--- src/rtl/trip_pkg.sv ---
package trip_pkg;
  typedef enum logic [1:0] {
    TRIP_EDGE   = 2'b00,
    TRIP_SLOW_A = 2'b01,
    TRIP_SLOW_B = 2'b10,
    TRIP_SLOW_C = 2'b11
  } trip_mode_e;

  localparam int unsigned TRIP_PINS    = 3;
  localparam int unsigned TRIP_RUN     = 16;
  localparam int unsigned TRIP_DIV_A   = 8;
  localparam int unsigned TRIP_DIV_B   = 16;
  localparam int unsigned TRIP_DIV_C   = 128;
  localparam int unsigned TRIP_DATA_W  = 16;
  localparam int unsigned TRIP_IE_BIT  = 8;
endpackage

--- src/rtl/trip_sync.sv ---
module trip_sync #(
  parameter logic IDLE = 1'b1
) (
  input  logic clk,
  input  logic rst_n,
  input  logic d_async,
  output logic q_sync
);
  logic meta_q, meta_d;
  logic sync_q, sync_d;

  always_comb begin
    meta_d = d_async;
    sync_d = meta_q;
  end

  always_ff @(posedge clk or negedge rst_n) begin
    if (!rst_n) begin
      meta_q <= IDLE;
      sync_q <= IDLE;
    end else begin
      meta_q <= meta_d;
      sync_q <= sync_d;
    end
  end

  assign q_sync = sync_q;
endmodule

--- src/rtl/trip_prescaler.sv ---
module trip_prescaler #(
  parameter int unsigned DIV_A = 8,
  parameter int unsigned DIV_B = 16,
  parameter int unsigned DIV_C = 128
) (
  input  logic clk,
  input  logic rst_n,
  output logic tick_a,
  output logic tick_b,
  output logic tick_c
);
  localparam int unsigned W = (DIV_C > 2) ? $clog2(DIV_C) : 1;
  localparam logic [W-1:0] MASK_A = W'(DIV_A - 1);
  localparam logic [W-1:0] MASK_B = W'(DIV_B - 1);
  localparam logic [W-1:0] MASK_C = W'(DIV_C - 1);

  logic [W-1:0] cnt_q, cnt_d;

  always_comb begin
    cnt_d  = cnt_q + W'(1);
    tick_a = (cnt_q & MASK_A) == MASK_A;
    tick_b = (cnt_q & MASK_B) == MASK_B;
    tick_c = (cnt_q & MASK_C) == MASK_C;
  end

  always_ff @(posedge clk or negedge rst_n) begin
    if (!rst_n) cnt_q <= '0;
    else        cnt_q <= cnt_d;
  end

  // the slowest strobe coincides with the faster ones
  p_nested_ticks_r5: assert property (@(posedge clk) disable iff (!rst_n)
    tick_c |-> (tick_b && tick_a));
  // strobes are one clock wide
  p_tick_single_r5: assert property (@(posedge clk) disable iff (!rst_n)
    tick_a |=> !tick_a);
endmodule

--- src/rtl/trip_pin_unit.sv ---
module trip_pin_unit
  import trip_pkg::*;
#(
  parameter int unsigned RUN = 16
) (
  input  logic       clk,
  input  logic       rst_n,
  input  logic       pin_n,
  input  trip_mode_e mode,
  input  logic       tick_a,
  input  logic       tick_b,
  input  logic       tick_c,
  input  logic       clr,
  output logic       flag
);
  localparam int unsigned CW = (RUN > 2) ? $clog2(RUN) : 1;
  localparam logic [CW-1:0] LAST = CW'(RUN - 1);

  logic          pin_s;
  logic          prev_q, prev_d;
  logic [CW-1:0] cnt_q, cnt_d;
  logic          flag_q, flag_d;
  logic          fall, tick_sel, sample, accept;

  trip_sync #(.IDLE(1'b1)) u_sync (
    .clk     (clk),
    .rst_n   (rst_n),
    .d_async (pin_n),
    .q_sync  (pin_s)
  );

  always_comb begin
    fall = prev_q & ~pin_s;
    unique case (mode)
      TRIP_SLOW_A: tick_sel = tick_a;
      TRIP_SLOW_B: tick_sel = tick_b;
      TRIP_SLOW_C: tick_sel = tick_c;
      default:     tick_sel = 1'b0;
    endcase
    sample = (mode != TRIP_EDGE) && tick_sel;
    prev_d = pin_s;

    cnt_d  = cnt_q;
    accept = 1'b0;
    if (mode == TRIP_EDGE) begin
      cnt_d  = '0;
      accept = fall;
    end else if (sample) begin
      if (pin_s) begin
        cnt_d = '0;
      end else begin
        cnt_d  = cnt_q + CW'(1);
        accept = (cnt_q == LAST);
      end
    end

    if (accept)   flag_d = 1'b1;
    else if (clr) flag_d = 1'b0;
    else          flag_d = flag_q;
  end

  always_ff @(posedge clk or negedge rst_n) begin
    if (!rst_n) begin
      prev_q <= 1'b1;
      cnt_q  <= '0;
      flag_q <= 1'b0;
    end else begin
      prev_q <= prev_d;
      cnt_q  <= cnt_d;
      flag_q <= flag_d;
    end
  end

  assign flag = flag_q;

  // a flag holds while no clear is applied
  p_flag_sticky_r6: assert property (@(posedge clk) disable iff (!rst_n)
    (flag_q && !clr) |=> flag_q);
  // a clear without a coincident request empties the flag
  p_clear_alone_r7: assert property (@(posedge clk) disable iff (!rst_n)
    (clr && !accept) |=> !flag_q);
  // a filtered acceptance happens only on a low sample
  p_filter_low_r4: assert property (@(posedge clk) disable iff (!rst_n)
    (accept && mode != TRIP_EDGE) |-> !pin_s);
  // a high sample restarts the run
  p_high_restarts_r4: assert property (@(posedge clk) disable iff (!rst_n)
    (sample && pin_s) |=> (cnt_q == '0));
endmodule

--- src/rtl/trip_request_monitor.sv ---
module trip_request_monitor
  import trip_pkg::*;
(
  input  logic                   clk,
  input  logic                   rst_n,
  input  logic [TRIP_PINS-1:0]   trip_n,
  input  logic                   ctl_we,
  input  logic [TRIP_DATA_W-1:0] ctl_wdata,
  output logic [TRIP_DATA_W-1:0] ctl_rdata,
  input  logic [TRIP_PINS-1:0]   flag_clr,
  output logic [TRIP_PINS-1:0]   flags,
  output logic                   irq
);
  localparam int unsigned MODE_BITS = 2 * TRIP_PINS;

  logic [TRIP_PINS-1:0][1:0] mode_q, mode_d;
  logic                      ie_q, ie_d;
  logic                      tick_a, tick_b, tick_c;

  trip_prescaler #(
    .DIV_A (TRIP_DIV_A),
    .DIV_B (TRIP_DIV_B),
    .DIV_C (TRIP_DIV_C)
  ) u_presc (
    .clk    (clk),
    .rst_n  (rst_n),
    .tick_a (tick_a),
    .tick_b (tick_b),
    .tick_c (tick_c)
  );

  always_comb begin
    mode_d = mode_q;
    ie_d   = ie_q;
    if (ctl_we) begin
      ie_d = ctl_wdata[TRIP_IE_BIT];
      for (int i = 0; i < TRIP_PINS; i++) mode_d[i] = ctl_wdata[2*i +: 2];
    end
  end

  always_ff @(posedge clk or negedge rst_n) begin
    if (!rst_n) begin
      mode_q <= '0;
      ie_q   <= 1'b0;
    end else begin
      mode_q <= mode_d;
      ie_q   <= ie_d;
    end
  end

  always_comb begin
    ctl_rdata = '0;
    ctl_rdata[TRIP_IE_BIT] = ie_q;
    ctl_rdata[MODE_BITS-1:0] = mode_q;
  end

  for (genvar g = 0; g < TRIP_PINS; g++) begin : g_pin
    trip_pin_unit #(.RUN(TRIP_RUN)) u_pin (
      .clk    (clk),
      .rst_n  (rst_n),
      .pin_n  (trip_n[g]),
      .mode   (trip_mode_e'(mode_q[g])),
      .tick_a (tick_a),
      .tick_b (tick_b),
      .tick_c (tick_c),
      .clr    (flag_clr[g]),
      .flag   (flags[g])
    );
  end

  assign irq = ie_q & (|flags);

  // no interrupt without a pending flag
  p_irq_needs_flag_r8: assert property (@(posedge clk) disable iff (!rst_n)
    irq |-> (|flags));
  // no interrupt while disabled
  p_irq_gated_r8: assert property (@(posedge clk) disable iff (!rst_n)
    !ctl_rdata[TRIP_IE_BIT] |-> !irq);
  // a write lands on the next edge
  p_write_lands_r2: assert property (@(posedge clk) disable iff (!rst_n)
    ctl_we |=> (ctl_rdata[MODE_BITS-1:0] == $past(ctl_wdata[MODE_BITS-1:0])));
endmodule

--- config.mk ---
export PLATFORM = sky130hd
export DESIGN_NAME = trip_request_monitor
export DESIGN_NICKNAME = d
export VERILOG_FILES = /design/src/rtl/trip_pkg.sv /design/src/rtl/trip_sync.sv /design/src/rtl/trip_prescaler.sv /design/src/rtl/trip_pin_unit.sv /design/src/rtl/trip_request_monitor.sv
export SDC_FILE = /design/constraint.sdc
export NUM_CORES = 1
export LEC_CHECK = 0
export BUFFER_PORTS_ARGS = -buffer_cell sky130_fd_sc_hd__clkbuf_2
export CAP_MARGIN = 20
export CORE_UTILIZATION = 50
export CTS_CLUSTER_SIZE = 30
export DETAILED_ROUTE_END_ITERATION = 8
export PLACE_DENSITY = 0.83
export SLEW_MARGIN = 20
export SYNTH_ARGS = -nofsm -noshare
export SYNTH_HDL_FRONTEND = slang
export SYNTH_SLANG_ARGS = --single-unit
--- constraint.sdc ---
create_clock -name clk -period 3.7 [get_ports clk]
set_clock_uncertainty 0.2 [all_clocks]
set_input_delay 0.37 -clock clk [delete_from_list [all_inputs] [get_ports clk]]
set_output_delay 0.37 -clock clk [all_outputs]
set_load 0.02 [all_outputs]
Word-level counts from Yosys, hierarchy flattened:

Index checks and enable logic that the tools add are counted.

* register bits: 38
* input port bits: 25
* output and inout bits: 20
* logic and storage cells: 89

* $add $sub $neg: 4
* equal/unequal tests: 15
* muxes and demuxes: 27
* bitwise gates (word level): 7
* reductions and logical operators: 16

Operators with widths (count)
* $mux 4: 9
* $reduce_bool 2->1: 9
* $eq 4x4->1 const B: 4
* $mux 1: 15
* $add 4x1->4 const B: 3
* $eq 2x2->1 const B: 6
* $pmux 1 s3: 3
* $add 7x1->7 const B: 1
* $eq 7x7->1 const B: 1
* $eq 2x1->1 const B: 3
* $logic_not 2->1: 3
* $and 1x1->1: 4
* $eq 3x3->1 const B: 1
* $logic_and 1x1->1: 3
* $not 1->1: 3
* $reduce_or 3->1: 1

Logic depth before layout (Yosys ltp):

* depth in word-level cells: 6
* gate-level depth with buffers: 6
* gate-level depth less buffers: 6

Cells and area by module:

A second synthesis with hierarchy kept.

* cell total of the unflattened synthesis: 149
* area, all modules: 1830.5 µm²

By module, submodules not included
* trip_pin_unit: times used 3, cells each 32, area each 335.3 µm², sequential area each 151.4 µm²
* trip_request_monitor: times used 1, cells each 27, area each 379.1 µm², sequential area each 175.2 µm²
* trip_prescaler: times used 1, cells each 20, area each 287.8 µm², sequential area each 175.2 µm²
* trip_sync: times used 3, cells each 2, area each 52.6 µm², sequential area each 52.6 µm²

Worst setup path after synthesis:

No wires, ideal clock.

* kind: reg2reg
* start point: reg u_presc.cnt_q[0]
* end point: reg g_pin[2].u_pin.flag_q
* setup time: 0.134 ns
* arrival time: 1.410 ns
* required time: 3.366 ns
* slack: 1.956 ns
* cell stages (with the launch flop): 6
* path buffers: 0
* period minus slack after synthesis: 1.744 ns
* cells stage by stage: dfrtp_1 > ha_1 > ha_1 > and3b_1 > o21ai_0 > o21ai_0

* cells in the longest elaborated chain, start to end: 6
* elaborated cells between the ends (all ways): 9
* classes of those cells: eq/ne (3); mux (4); reduce/logical (2)

Ends and longest elaborated chain
* start, declared: line trip_prescaler.sv:17 `logic [W-1:0] cnt_q, cnt_d;`
* start signal, assigned: line trip_prescaler.sv:28 `else cnt_q <= cnt_d;`
* $eq 7x7->1 (tied with other cells): line trip_prescaler.sv:23 `tick_c = (cnt_q & MASK_C) == MASK_C;`
* $pmux 1 s3 (*): line trip_pin_unit.sv:34 `unique case (mode)`
* $logic_and 1x1->1 (*): line trip_pin_unit.sv:40 `sample = (mode != TRIP_EDGE) && tick_sel;`
* $mux 1 (*): line trip_pin_unit.sv:48 `end else if (sample) begin`
* $mux 1 (*): line trip_pin_unit.sv:45 `if (mode == TRIP_EDGE) begin`
* $mux 1 / $reduce_bool 2->1 (equally long branches)
* end signal, assigned: line trip_pin_unit.sv:70 `flag_q <= flag_d;`
* end, declared: line trip_pin_unit.sv:22 `logic flag_q, flag_d;`

Every way passes the cells marked *; elsewhere a longest branch is shown, timed or not.
A chain may end at the register's enable or synchronous reset.

Final worst setup path:

Same ends and word-level chain as after synthesis.

==> results.yml <==
cells_and_area:
  areaGrowthSynthToFinish_pct: 11.2
  final_core_util_pct: 59.5
  fill_cells: 303
  finalNetCount: 224
  drive_gt1_share_pct: 28.7
  layoutNonFillerInstCount: 241
  diodes: 0
die:
  rows: 21
  fp.dieW_um: 62.4
  start_util_pct: 53.4
  coreArea_sq_um: 3420
  ios: 45
  die_h_um: 62.4
  die_area_sq_um: 3900
logic_synthesis:
  synth_cells: 163
  syn-cell-area_sq_um: 1830
  synth_top_area_share_pct: 39.8
  synth_seq_cells: 38
  yosysTopAreaCell: "dfrtp_1"
  synth_seq_area_share_pct: 52.7
  ys_top_cells_by_count: "29 x dfrtp_1, 17 x inv_1, 14 x o21ai_0, 13 x buf_4, 9 x dfstp_2"
  synth_area_leaders: "dfrtp_1 40%, dfstp_2 13%, buf_4 5.3%, o21ai_0 3.8%, inv_1 3.5%"
  synth-edff-count: 0
  synth.avg_cell_area_sq_um: 11.2
  synth_warnings: 0
  yosysUniqueCellTypes: 34
  yosysMostFrequentCell: "dfrtp_1"
  synthArstFlopShare_pct: 100
  yosys_most_used_dff: "dfrtp_1"
clocking:
  cts_tree: "yes"
  clock-root-buffer: "clkbuf_4"
  cts-buffers-inserted: 5
  cts_resized: 0
  clockBufferDepth: 2
  clk_latency_ps: 340
  cts_sinks: 38
  clk_pin_slew_ps: 110
  htreeDepth: 2
worst_setup_path:
  r2r-start: "u_presc.cnt_q[0]"
  critPathSlowestCell: "dfrtp_1"
  rr_worst_depth: 5
  critPathKind: "reg2reg"
  end_kind: "register"
  crit_fanout: 6
  ff2ff_setup_slack_ps: 1710
  required_ps: 3720
  critPathMaxStageDelay_ps: 410
  cp-start-kind: "register"
  critPathTopFamily: "adder cells"
  worst_ep_arrival_time_ps: 2000
  crit_chain: "ha_1, ha_1, and3b_1, o21ai_0, o21ai_0"
  worstReg2RegEnd: "g_pin[2].u_pin.flag"
  critical_path_buf_inv_count: 0
sta:
  fin_setup_tns_ps: 0
  worst_slack_ps: 1710
  rsz0062_at_grt: "false"
  setup_viol: 0
  timing.fmax_mhz: 503
  finalCritPeriodShare_pct: 53.7
  worstMarginPinSlew_ps: 904
  slew_violations: 0
  maxSlewHeadroom_pct: 39.8
  finalHoldViolCount: 0
  fin_crit_ps: 1990
global_route:
  track_usage_pct: 18.0
  grt_max_degree: 39
  overflow: 0
  antenna_found_initial: 0
  grt_pass1_vias: 1169
  grt_pass1_wl_um: 5380
place:
  port-buffer-count: 26
  place.gp.congestion: 0.765
  hpwlAfterDp_um: 2250
  place_inst: 229
  dp_slack_ps: 1710
job:
  maxCapViolations: 0
pwr:
  powerDensity_nw_per_um2: 369
  leakage_nw: 0.931
  vdd_drop_max_mv: 0.187
drt:
  first_iter_violations: 53
  wl_per_cell_um: 12.8
  drtAntennaViolNets: 0
  vias: 1261
  viasPerCell: 5.23
  drc: 0
  first_pass_iters: 4
  wl_um: 3080
min_path:
  whs_path_depth: 3
  hold_start: "ctl_wdata[1]"
  min_to: "ctl_rdata[1]"
  hold_class: "in2reg"
run_status:
  status: "finished clean"
==> kinds of logic (layout without fill, tap and decap cells) <==
logic type | count (synthesis) | after routing | synth area share, %
AND/OR/NAND/NOR | 40 | 40 | 12.9
flip-flops | 38 | 38 | 52.7
AO/OA/AOI/OAI | 36 | 36 | 15.1
buffers and inverters | 31 | 55 | 9.05
multiplexers | 8 | 8 | 4.73
adder cells (fa/ha/maj) | 5 | 5 | 3.43
XOR/XNOR | 4 | 4 | 1.92
other | 1 | 9 | 0.205
==> worst reg2reg max path, cell delays in order, from the launching register on <==
cell and delay, ps:
dfrtp_1 410, ha_1 270, ha_1 290, and3b_1 250, o21ai_0 300, o21ai_0 160
==> placed cells by master, fill, tap and decap left out, types with 2 or more instances in the layout <==
| cell type | synthesis | layout |
|---|---|---|
| nor4b_1 | 2 | 2 |
| o221ai_2 | 2 | 2 |
| o21ai_0 | 14 | 14 |
| o22ai_1 | 3 | 3 |
| o221ai_1 | 2 | 2 |
| nor2b_1 | 3 | 3 |
| a21o_2 | 3 | 3 |
| clkbuf_4 | 0 | 5 |
| clkbuf_1 | 1 | 3 |
| clkbuf_2 | 0 | 26 |
| mux2_2 | 5 | 5 |
| dlygate4sd3_1 | 0 | 4 |
| a2111oi_4 | 2 | 2 |
| nor2_2 | 2 | 2 |
| a21oi_1 | 6 | 6 |
| nand3_1 | 7 | 7 |
| nor2_1 | 8 | 8 |
| mux2i_1 | 3 | 3 |
| xor2_1 | 2 | 2 |
| nand3_4 | 2 | 2 |
| o21ai_1 | 2 | 2 |
| dfrtp_1 | 29 | 29 |
| xnor2_1 | 2 | 2 |
| nand2_1 | 7 | 7 |
| nor3_1 | 2 | 2 |
| nor3b_1 | 3 | 3 |
| inv_1 | 17 | 17 |
| ha_1 | 5 | 5 |
| conb_1 | 1 | 9 |
| dfstp_2 | 9 | 9 |
==> power by group <==
group	switching (W)	internal (W)	total, W
clock	0.000130	0.0000758	0.000205
sequential	0.0000210	0.000437	0.000458
combinational	0.0000536	0.0000319	0.0000855
total	0.000204	0.000545	0.000749
==> through the flow <==
stage	power, W	instance area [sq um]	hold slack [ps]
global placement	0.000547	1940	146
floorplan	0.000525	1860	-126
global route	0.000791	2030	16.2
detailed placement	0.000550	1940	147
finish	0.000749	2030	36.8
CTS	0.000760	2030	24.9
==> layout make-up <==
class / count / area (sq um) / share of cell area, %
flip-flops and latches: 38 / 962 / 47.4
clock buffers: 8 / 48.8 / 2.40
multi-input cells: 102 / 728 / 35.9
inverters: 17 / 63.8 / 3.14
well taps: 46 / 57.6 / 2.83
repair buffers: 30 / 170 / 8.38
==> how the worst max path moves through the flow <==
stage                                start                       to  slack (ps)  cells after the start
after detailed placement  u_presc.cnt_q[0]      g_pin[2].u_pin.flag        1710                      5
after global routing      u_presc.cnt_q[0]  g_pin[1].u_pin.cnt_q[0]        1540                      6
after CTS                 u_presc.cnt_q[0]      g_pin[2].u_pin.flag        1690                      5
final                     u_presc.cnt_q[0]      g_pin[2].u_pin.flag        1710                      5
after global placement    u_presc.cnt_q[0]      g_pin[2].u_pin.flag        1750                      5
after floorplan           u_presc.cnt_q[0]      g_pin[2].u_pin.flag        1960                      5
==> state kept, by name, indices dropped and copies added (netlist names) <==
register,count
g_pin.u_pin.cnt_q,12
u_presc.cnt_q,7
ctl_rdata,6
g_pin.u_pin.flag,3
g_pin.u_pin.prev_q,3
g_pin.u_pin.u_sync.meta_q,3
g_pin.u_pin.u_sync.q_sync,3
ie_q,1
==> layer usage <==
metal	GRT usage, %	vias to the layer above	routed length (um)
met1	23.0	612	1390
met2	27.6	33	1450
li1	-	608	-
met4	7.85	0	70
met3	6.20	8	167
met5	0	-	0
==> repair_timing <==
| action | 4_1_cts | 5_1_grt |
|---|---|---|
| setup buffers | 0 | 0 |
| hold buffers | 4 | 0 |
| hold endpoints to repair | 32 | 0 |
No activity file was read; power rests on OpenSTA's default activity.
